==> src/rtl/bytepgm_pkg.sv <==
package bytepgm_pkg;

  typedef enum logic [1:0] {
    OP_WR_LOCK  = 2'd0,
    OP_WR       = 2'd1,
    OP_LOCK_CMP = 2'd2,
    OP_RSVD     = 2'd3
  } op_e;

  typedef struct packed {
    logic erase;    // erase phase required
    logic write;    // write phase required
    logic wr_byte;  // byte update at end of cycle
    logic set_lock; // lock bit update at end of cycle
  } plan_t;

endpackage

==> src/rtl/bytepgm_rst_sync.sv <==
module bytepgm_rst_sync (
  input  logic clk,
  input  logic rst_n,
  output logic srst_n
);

  logic [1:0] sync_q;

  always_ff @(posedge clk or negedge rst_n) begin
    if (!rst_n) sync_q <= 2'b00;
    else        sync_q <= {sync_q[0], 1'b1};
  end

  assign srst_n = sync_q[1];

endmodule

==> src/rtl/bytepgm_plan.sv <==
module bytepgm_plan
  import bytepgm_pkg::*;
#(
  parameter int DW = 8
) (
  input  logic [1:0]    op,
  input  logic [DW-1:0] new_byte,
  input  logic [DW-1:0] cur_byte,
  input  logic          cur_lock,
  input  logic          access_ok,
  output plan_t         plan,
  output logic          go
);

  logic rise_any;  // some bit must go 0 -> 1 (erase)
  logic fall_any;  // some bit must go 1 -> 0 (write)
  logic same;
  logic allowed;
  plan_t raw;

  assign rise_any = |(new_byte & ~cur_byte);
  assign fall_any = |(~new_byte & cur_byte);
  assign same     = (new_byte == cur_byte);
  assign allowed  = access_ok && !cur_lock;

  always_comb begin
    raw = '0;
    case (op_e'(op))
      OP_WR: begin
        raw.erase   = rise_any;
        raw.write   = fall_any;
        raw.wr_byte = rise_any | fall_any;
      end
      OP_WR_LOCK: begin
        raw.erase    = rise_any;
        raw.write    = 1'b1;
        raw.wr_byte  = 1'b1;
        raw.set_lock = 1'b1;
      end
      OP_LOCK_CMP: begin
        raw.write    = same;
        raw.set_lock = same;
      end
      default: raw = '0;
    endcase
  end

  assign plan = raw;
  assign go   = allowed && (raw.erase || raw.write);

endmodule

==> src/rtl/bytepgm_seq.sv <==
module bytepgm_seq
  import bytepgm_pkg::*;
#(
  parameter int AW         = 10,
  parameter int DW         = 8,
  parameter int PHASE_CLKS = 100,
  parameter int TAIL_CLKS  = 3
) (
  input  logic          clk,
  input  logic          srst_n,
  input  logic          start,
  input  plan_t         plan,
  input  logic [AW-1:0] addr_in,
  input  logic [DW-1:0] data_in,
  output logic          busy,
  output logic          erase_on,
  output logic          write_on,
  output logic [AW-1:0] upd_addr,
  output logic [DW-1:0] upd_data,
  output logic          byte_wr,
  output logic          lock_wr
);

  localparam int FULL_CLKS = 2 * PHASE_CLKS + TAIL_CLKS;
  localparam int HALF_CLKS = PHASE_CLKS + TAIL_CLKS;
  localparam int CW        = $clog2(FULL_CLKS + 1);
  localparam logic [CW-1:0] PH_END   = CW'(PHASE_CLKS);
  localparam logic [CW-1:0] PH2_END  = CW'(2 * PHASE_CLKS);
  localparam logic [CW-1:0] FULL_LST = CW'(FULL_CLKS - 1);
  localparam logic [CW-1:0] HALF_LST = CW'(HALF_CLKS - 1);

  logic          busy_q,  busy_d;
  logic [CW-1:0] cnt_q,   cnt_d;
  plan_t         plan_q,  plan_d;
  logic [AW-1:0] addr_q,  addr_d;
  logic [DW-1:0] data_q,  data_d;
  logic          last;

  assign last = busy_q &&
                (cnt_q == ((plan_q.erase && plan_q.write) ? FULL_LST : HALF_LST));

  // next state
  always_comb begin
    busy_d = busy_q;
    cnt_d  = cnt_q;
    plan_d = plan_q;
    addr_d = addr_q;
    data_d = data_q;
    if (!busy_q) begin
      if (start) begin
        busy_d = 1'b1;
        cnt_d  = '0;
        plan_d = plan;
        addr_d = addr_in;
        data_d = data_in;
      end
    end else if (last) begin
      busy_d = 1'b0;
      cnt_d  = '0;
    end else begin
      cnt_d = cnt_q + 1'b1;
    end
  end

  // registers
  always_ff @(posedge clk or negedge srst_n) begin
    if (!srst_n) begin
      busy_q <= 1'b0;
      cnt_q  <= '0;
      plan_q <= '0;
      addr_q <= '0;
      data_q <= '0;
    end else begin
      busy_q <= busy_d;
      cnt_q  <= cnt_d;
      plan_q <= plan_d;
      addr_q <= addr_d;
      data_q <= data_d;
    end
  end

  assign busy     = busy_q;
  assign erase_on = busy_q && plan_q.erase && (cnt_q < PH_END);
  assign write_on = busy_q && plan_q.write &&
                    (plan_q.erase ? ((cnt_q >= PH_END) && (cnt_q < PH2_END))
                                  : (cnt_q < PH_END));
  assign upd_addr = addr_q;
  assign upd_data = data_q;
  assign byte_wr  = last && plan_q.wr_byte;
  assign lock_wr  = last && plan_q.set_lock;

endmodule

==> src/rtl/bytepgm_ctrl.sv <==
module bytepgm_ctrl
  import bytepgm_pkg::*;
#(
  parameter int AW         = 10,
  parameter int DW         = 8,
  parameter int PHASE_CLKS = 100,
  parameter int TAIL_CLKS  = 3
) (
  input  logic          clk,
  input  logic          rst_n,
  input  logic          cmd_valid,
  input  logic [1:0]    cmd_op,
  input  logic [AW-1:0] cmd_addr,
  input  logic [DW-1:0] cmd_data,
  input  logic [DW-1:0] cur_byte,
  input  logic          cur_lock,
  input  logic          access_ok,
  output logic          busy,
  output logic          erase_on,
  output logic          write_on,
  output logic [AW-1:0] upd_addr,
  output logic [DW-1:0] upd_data,
  output logic          byte_wr,
  output logic          lock_wr
);

  logic  srst_n;
  plan_t plan;
  logic  plan_go;
  logic  start;

  bytepgm_rst_sync u_rst (
    .clk    (clk),
    .rst_n  (rst_n),
    .srst_n (srst_n)
  );

  bytepgm_plan #(.DW(DW)) u_plan (
    .op        (cmd_op),
    .new_byte  (cmd_data),
    .cur_byte  (cur_byte),
    .cur_lock  (cur_lock),
    .access_ok (access_ok),
    .plan      (plan),
    .go        (plan_go)
  );

  assign start = cmd_valid && !busy && plan_go;

  bytepgm_seq #(
    .AW(AW), .DW(DW), .PHASE_CLKS(PHASE_CLKS), .TAIL_CLKS(TAIL_CLKS)
  ) u_seq (
    .clk      (clk),
    .srst_n   (srst_n),
    .start    (start),
    .plan     (plan),
    .addr_in  (cmd_addr),
    .data_in  (cmd_data),
    .busy     (busy),
    .erase_on (erase_on),
    .write_on (write_on),
    .upd_addr (upd_addr),
    .upd_data (upd_data),
    .byte_wr  (byte_wr),
    .lock_wr  (lock_wr)
  );

endmodule

==> config.mk <==
export PLATFORM = sky130hd
export DESIGN_NAME = bytepgm_ctrl
export DESIGN_NICKNAME = d
export VERILOG_FILES = /design/src/rtl/bytepgm_pkg.sv /design/src/rtl/bytepgm_rst_sync.sv /design/src/rtl/bytepgm_plan.sv /design/src/rtl/bytepgm_seq.sv /design/src/rtl/bytepgm_ctrl.sv
export SDC_FILE = /design/constraint.sdc
export NUM_CORES = 1
export LEC_CHECK = 0
export BUFFER_PORTS_ARGS = -buffer_cell sky130_fd_sc_hd__buf_2
export CORE_MARGIN = 2
export CORE_UTILIZATION = 30
export DETAILED_ROUTE_END_ITERATION = 10
export GPL_TIMING_DRIVEN = 0
export HOLD_SLACK_MARGIN = 0.08
export PLACE_DENSITY = 0.56
export SYNTH_ARGS = -nofsm -noshare
export SYNTH_HDL_FRONTEND = slang
export SYNTH_SLANG_ARGS = --single-unit
==> constraint.sdc <==
create_clock -name clk -period 3.1 [get_ports clk]
set_input_delay 0.155 -clock clk [delete_from_list [all_inputs] [get_ports clk]]
set_output_delay 0.155 -clock clk [all_outputs]
set_load 0.01 [all_outputs]
==> results of run 1 <==
sequential cells by signal (all words and copies together) (netlist names):
name and cells:
u_seq.cnt_q 8, u_seq.upd_data 8, u_seq.busy 1, u_rst.sync_q 2, u_seq.upd_addr 10, u_seq.plan_q 4
layout by cell type, fill, tap and decap left out, drive strengths merged, types with 4 or more instances in the layout:
cell type,n
o21ai,7
o2111ai,5
dfrtp,33
buf,57
nand2b,6
nor4,4
ha,19
nor2,4
clkbuf,11
nand2,7
o311ai,4
mux2,18
and3,4
inv,25
routing by layer:
metal  vias up  wire, um  global-route usage (%)
met4         0        69                    4.33
li1        753         -                       -
met1       690      1990                    16.0
met5         -         0                       0
met2        26      1980                    19.2
met3         5       130                    2.82
per-stage QoR:
step	worst slack, ns	total power (uW)
detailed placement	1.09	533
finish	0.938	943
global route	0.808	991
floorplan	1.31	490
global placement	1.10	532
CTS	0.958	959
worst max-delay path: cells and delay by family, from the launching register on:
family / cells / cell delay (ns)
and+or+nand+nor: 3 / 0.50
muxes: 1 / 0.57
DFF: 1 / 0.35
buffers and inverters: 2 / 0.31
final cells by class:
| cell class | instances | area [sq um] | area share [%] |
|---|---|---|---|
| inverter | 25 | 93.8 | 3.81 |
| tap | 77 | 96.3 | 3.91 |
| clock buffer | 7 | 86.3 | 3.50 |
| timing repair buffer | 56 | 285 | 11.6 |
| clock inverter | 1 | 30.0 | 1.22 |
| multi-input combinational | 113 | 1000 | 40.7 |
| buffer | 6 | 42.5 | 1.73 |
| sequential | 33 | 827 | 33.6 |
report_power, final:
group	total (uW)	internal (uW)	leakage [uW]	switching, uW
clock	418	262	0.0000585	156
combinational	73.6	39.5	0.000809	34.1
sequential	451	439	0.000432	12.2
path summary, 6_finish.rpt:
| kind | start | end | slack [ns] |
|---|---|---|---|
| min in group asynchronous | rst_n | u_rst.sync_q[1] | 0.18 |
| max in group asynchronous | u_rst.sync_q[1] | u_seq.cnt_q[5] | 2.30 |
| hold reg to reg | u_rst.sync_q[1] | u_seq.cnt_q[0] | 0.33 |
| setup / recovery | u_seq.cnt_q[3] | lock_wr | 0.94 |
| hold / removal | cmd_op[1] | u_seq.plan_q[1] | 0.1 |
| setup reg to reg | u_seq.busy | u_seq.upd_addr[9] | 1.13 |
cell families (layout without fill, tap and decap cells):
logic type,Yosys count,count (layout),synth area share [%]
buf+inv,31,95,6.94
mux,19,19,12.9
flops,33,33,42.0
simple gates,43,43,13.6
compound gates,31,31,12.2
other cells,1,1,0.191
fa+ha+maj,19,19,12.1
what timing repair did:
action | 4_1_cts | 5_1_grt
hold buffers | 1 | 0
endpoints found under the hold margin | 2 | 0
resized for setup | 0 | 0
==> key figures, run 1 <==
Logic synthesis
  – Number of synthesis warnings: 0
  – Post-synth top area cell: dfrtp_1
  – Syn Inst Count: 177
  – #FFs+latches synth: 33
  – Number of synthesized flops with an enable pin: 0
  – Top-count cell post-synth: dfrtp_1
  – Yosys top cell area share: 42.0%
  – Synth cell types: 44
  – Post-synthesis instance area: 0.00196 sq mm
  – Asr flop ratio synth: 100%
  – Syn avg cell area: 11.1 sq um
  – Top FF cell, synth: dfrtp_1
  – Commonest cells post-synth: 33 x dfrtp_1, 25 x inv_1, 19 x ha_1
  – Area contributors post-synth: dfrtp_1 42%, ha_1 12%, mux2_4 8.4%, inv_1 4.8%, mux2_2 4.0%
  – Sequential area share after synthesis: 42.0%
  – Post-synth net total: 229

Floorplanning
  – DIE AREA: 0.00721 sq mm
  – Starting Density: 30.9%
  – Chip height: 84.9 um
  – Cell row count: 29
  – I/O Pins: 56
  – Core area: 0.00635 sq mm
  – Die width: 84.9 um

Finish
  – Layout cells sized above 1: 37.3%
  – Final nets: 292
  – Filler cell count: 609
  – # diodes: 0
  – Area Overhead vs Synth: 25.4%
  – Post-route cell area: 0.00246 sq mm
  – Layout Utilization: 38.8%
  – Finished Layout Cells: 318

Setup path
  – Crit-path max cell delay: 0.57 ns
  – Slowest CP cell: mux2i_1
  – Critical Path Sink Type: output pin
  – Startpoint types: flip-flop
  – Worst-case reg-to-reg path depth: 5
  – Crit path arrival time: 2.01 ns
  – Worst-path cell chain: clkbuf_2, nor4bb_1, mux2i_1, nor2_1, and3_1, buf_2
  – CP Class: flip-flop to output pin
  – Worst Path Required: 2.94 ns
  – Crit-path max FO: 9

Detailed routing
  – DRC errors left: 0
  – Post-DR wirelength/cell: 13.1 um
  – Routed wire length: 4.17 mm
  – Initial DRC Count: 69
  – Post-DRT Antenna Nets: 0
  – Total number of vias: 1474
  – Drt pass-1 iters: 4
  – Vias per cell: 4.64

Pwr
  – Leak pwr: 0.00130 uW
  – PD cells: 383 mW/mm^2
  – Peak supply drop: 0.000279 V

Placed design
  – I/O Buffers: 55
  – Routability congestion estimate: 0.751
  – Placed Instance Area: 0.00234 sq mm
  – DP Wirelength: 3.08 mm
  – Placed cells: 309

Clock tree
  – CTS max path bufs: 2
  – CTS H-Tree Depth: 2
  – Clock sinks: 33
  – Clk root buf: clkbuf_8
  – Clock transition at path regs: 0.07 ns
  – Clk Latency, worst-skew pair: 0.28 ns
  – Post-CTS setup buffers: 0
  – TritonCTS clock tree: built
  – CTS buffer count: 5

STA
  – Final Slew Violations: 0
  – Max_slew headroom: 49.8%
  – Pin slew with the least headroom to its limit: 0.732 ns
  – Setup TNS: 0 ns
  – Final Critical Period: 2.16 ns
  – Hold_ws: 0.0977 ns
  – Fin crit share: 69.7%
  – Unrepaired setup endpoints after global routing: false
  – Clk_skew: 0.00447 ns
  – Final setup fails: 0
  – Final Hold Fails: 0
  – Fmax: 0.463 GHz

Global routing
  – Initial antenna violation count: 0
  – Overall Global Routing Usage: 12.0%
  – Largest net degree at the start of global routing: 32
  – Vias in the first global route: 1476
  – Grt ovf: 0
  – First-pass GRT wire length: 6.97 mm

Min path
  – HP Class: input port to flip-flop
  – Hold path depth: 2

Run status
  – Status: completed

Run
  – Max-cap violations: 0
Note: power is estimated with default switching activity, not from simulation.
==> run 2, diff against run 1 <==
--- a/config.mk
+++ b/config.mk
@@ -5,6 +5,7 @@
 export SDC_FILE = /design/constraint.sdc
 export NUM_CORES = 1
 export LEC_CHECK = 0
+export ABC_AREA = 1
 export BUFFER_PORTS_ARGS = -buffer_cell sky130_fd_sc_hd__buf_2
 export CORE_MARGIN = 2
 export CORE_UTILIZATION = 30
==> constraint.sdc (replaced) <==
create_clock -name clk -period 2.05 [get_ports clk]
set_input_delay 0.1025 -clock clk [delete_from_list [all_inputs] [get_ports clk]]
set_output_delay 0.1025 -clock clk [all_outputs]
set_load 0.01 [all_outputs]
==> key figures, run 2 <==
Run status
  – Status: completed

Logic synthesis
  – Commonest cells post-synth: 63 x nand2_1, 36 x inv_1, 33 x dfrtp_1
  – Top FF cell, synth: dfrtp_1
  – Post-synth top area cell: dfrtp_1
  – Yosys top cell area share: 42.5% (+0.43 points)
  – Sequential area share after synthesis: 42.5% (+0.43 points)
  – Area contributors post-synth: dfrtp_1 42%, ha_1 12%, nand2_1 12%, nand3_1 8.2%, inv_1 6.9%
  – #FFs+latches synth: 33 (unchanged)
  – Asr flop ratio synth: 100% (unchanged)
  – Synth cell types: 23 (-48%)
  – Post-synth net total: 295 (+29%)
  – Number of synthesis warnings: 0 (unchanged)
  – Number of synthesized flops with an enable pin: 0 (unchanged)
  – Top-count cell post-synth: nand2_1
  – Post-synthesis instance area: 0.00194 sq mm (-1.0%)
  – Syn Inst Count: 243 (+37%)
  – Syn avg cell area: 8.00 sq um (-28%)

Finish
  – Max reg flops: 10 (unchanged)
  – # diodes: 0 (unchanged)
  – Filler cell count: 694 (+14%)
  – Most common cell after layout, fill and taps aside: nand2_1
  – Layout cells sized above 1: 23.0% (-14 points)
  – Final nets: 368 (+26%)
  – Finished Layout Cells: 394 (+24%)
  – Commonest cells after routing, fill and taps aside: 63 x nand2_1, 55 x buf_2, 36 x inv_1
  – Post-route cell area: 0.00254 sq mm (+3.3%)
  – Area Overhead vs Synth: 30.8%

Placed design
  – DP Wirelength: 3.34 mm (+8.6%)
  – Placed Instance Area: 0.00232 sq mm (-0.86%)
  – Pre-CTS setup slack: 0.400 ns (-0.687 ns)
  – Placed cells: 375 (+21%)
  – Routability congestion estimate: 0.859 (+14%)
  – I/O Buffers: 55 (unchanged)

Setup path
  – Worst-path cell chain: nand3b_1, o21ai_2, nand4_4, or2_1, nor2_1, buf_2
  – Worst Path Required: 1.95 ns (-0.99 ns)
  – Crit-path max cell delay: 0.46 ns (-0.11 ns)
  – Worst-case reg-to-reg path depth: 6 (+1)
  – Crit-path max FO: 9 (unchanged)
  – Startpoint types: flip-flop
  – Crit-path leading delay family: simple AND/OR/NAND/NOR gates
  – Buf+Inv Stages, Crit Path: 1 (-1)
  – Crit path arrival time: 1.78 ns (-0.23 ns)
  – Critical Path Sink Type: output pin
  – CP Class: flip-flop to output pin
  – Worst path depth: 6 (unchanged)
  – Slowest CP cell: dfrtp_1

Floorplanning
  – DIE AREA: 0.00714 sq mm (-0.97%)
  – Chip height: 84.5 um (-0.49%)
  – Cell row count: 29 (unchanged)
  – I/O Pins: 56 (unchanged)
  – Starting Density: 30.8% (-0.14 points)
  – Die width: 84.5 um (-0.49%)
  – Core area: 0.00631 sq mm (-0.57%)

STA
  – Pin slew with the least headroom to its limit: 0.708 ns (-0.0244 ns)
  – Fin crit share: 91.7%
  – Max_slew headroom: 52.8% (+3.0 points)
  – Clk_skew: 0.00545 ns (+0.000979 ns)
  – Final setup fails: 0 (unchanged)
  – Final Slew Violations: 0 (unchanged)
  – Setup TNS: 0 ns (unchanged)
  – Final Critical Period: 1.88 ns
  – PnR worst setup slack: 0.171 ns (-0.767 ns)
  – Final Hold Fails: 0 (unchanged)
  – Fmax: 0.532 GHz
  – Unrepaired setup endpoints after global routing: false

Detailed routing
  – Routed wire length: 4.50 mm (+7.8%)
  – Total number of vias: 1710 (+16%)
  – Post-DR wirelength/cell: 11.4 um (-13%)
  – Initial DRC Count: 67 (-2.9%)
  – Drt pass-1 iters: 6 (+2)
  – Post-DRT Antenna Nets: 0 (unchanged)
  – Vias per cell: 4.34 (-6.4%)
  – DRC errors left: 0 (unchanged)

Clock tree
  – CTS max path bufs: 2 (unchanged)
  – TritonCTS clock tree: built
  – Clock transition at path regs: 0.07 ns (about the same)
  – Post-CTS sizing: 0 (unchanged)
  – Clk root buf: clkbuf_8
  – Clock sinks: 33 (unchanged)
  – CTS H-Tree Depth: 2 (unchanged)
  – Post-CTS setup buffers: 0 (unchanged)
  – CTS buffer count: 5 (unchanged)
  – Clk Latency, worst-skew pair: 0.29 ns (about the same)

Run
  – Max-cap violations: 0 (unchanged)

Pwr
  – Peak supply drop: 0.000240 V (-14%)
  – Leak pwr: 0.00146 uW (+13%)
  – PD cells: 555 mW/mm^2 (+45%)

Global routing
  – Overall Global Routing Usage: 13.6% (+1.6 points)
  – Vias in the first global route: 1727 (+17%)
  – Initial antenna violation count: 0 (unchanged)
  – Largest net degree at the start of global routing: 32 (unchanged)
  – Grt ovf: 0 (unchanged)
  – First-pass GRT wire length: 7.80 mm (+12%)

Min path
  – HP Class: input port to flip-flop
  – Hold path depth: 3 (+1)
run 2: cell types whose count changed in the layout (fill, tap and decap cells not counted), moves of 4 or more:
cell and change:
and3_1 -4, dlygate4sd3_1 +10, inv_1 +11, mux2_2 -7, mux2_4 -11, nand2_1 +56
nand2b_1 -4, nand3_1 +29, nor2_1 +14, nor4_1 -4, o2111ai_1 -5, o21ai_0 +6
run 2: final cells by class:
| type | count | area (sq um) | share of cell area [%] |
|---|---|---|---|
| buffer | 8 | 53.8 | 2.12 |
| clock buffer | 7 | 86.3 | 3.39 |
| clock inverter | 1 | 30.0 | 1.18 |
| inverter | 36 | 135 | 5.31 |
| multi-input combinational | 166 | 930 | 36.5 |
| sequential | 33 | 827 | 32.5 |
| tap | 77 | 96.3 | 3.79 |
| timing repair buffer | 66 | 385 | 15.2 |
run 2: cells by family (layout without fill, tap and decap cells):
kind of cell / count (synthesis) / in the layout / share of synthesized area, %
AND/OR/NAND/NOR: 123 / 123 / 28.1
buffers and inverters: 44 / 118 / 9.72
flip-flops: 33 / 33 / 42.5
AO/OA/AOI/OAI: 20 / 20 / 5.98
adder cells (fa/ha/maj): 19 / 19 / 12.2
XOR/XNOR: 3 / 3 / 1.35
other: 1 / 1 / 0.193
run 2: final timing paths:
kind / start / endpoint / slack, ns
max in group asynchronous: u_rst.sync_q[1] / u_seq.cnt_q[6] / 1.27
min in group asynchronous: rst_n / u_rst.sync_q[1] / 0.13
worst min-delay path: cmd_data[6] / u_seq.upd_data[6] / 0.11
worst max-delay path: u_seq.cnt_q[2] / lock_wr / 0.17
worst max register to register: u_seq.busy / u_seq.upd_addr[6] / 0.61
worst min register to register: u_rst.sync_q[1] / u_seq.upd_addr[6] / 0.32
run 2: timing repair:
item                                   in CTS  in global routing
endpoints found under the hold margin      12                  0
hold buffers                               11                  0
setup endpoints to repair                   0                  0
run 2: stage by stage:
step           hold WS, ns  power, uW  utilization, %
4_1_cts             0.0990       1440            40.3
6_report             0.108       1410            40.3
3_5_place_dp        -0.111        776            36.7
3_3_place_gp        -0.112        774            36.7
2_1_floorplan       -0.193        722               -
5_1_grt              0.112       1490            40.3
run 2: per-layer routing:
layer  share of wire (%)  global-route usage, %  vias up
met4                 1.4                   4.76        0
li1                    -                      -      907
met5                   0                      0        -
met3                 4.9                   3.64        6
met1                  48                   17.2      756
met2                  46                   22.5       41
run 2: worst reg2reg max path: cells and delay by family (launching register included):
kind          cells  cell delay [ns]
simple gates      3             0.38
buf+inv           3             0.60
flops             1             0.40
run 2: power by group:
group	internal [uW]	switching [uW]	leakage, uW	total, uW
sequential	653	12.2	0.000435	665
combinational	57.4	53.6	0.000969	111
clock	396	240	0.0000585	636
total	1110	306	0.00146	1410
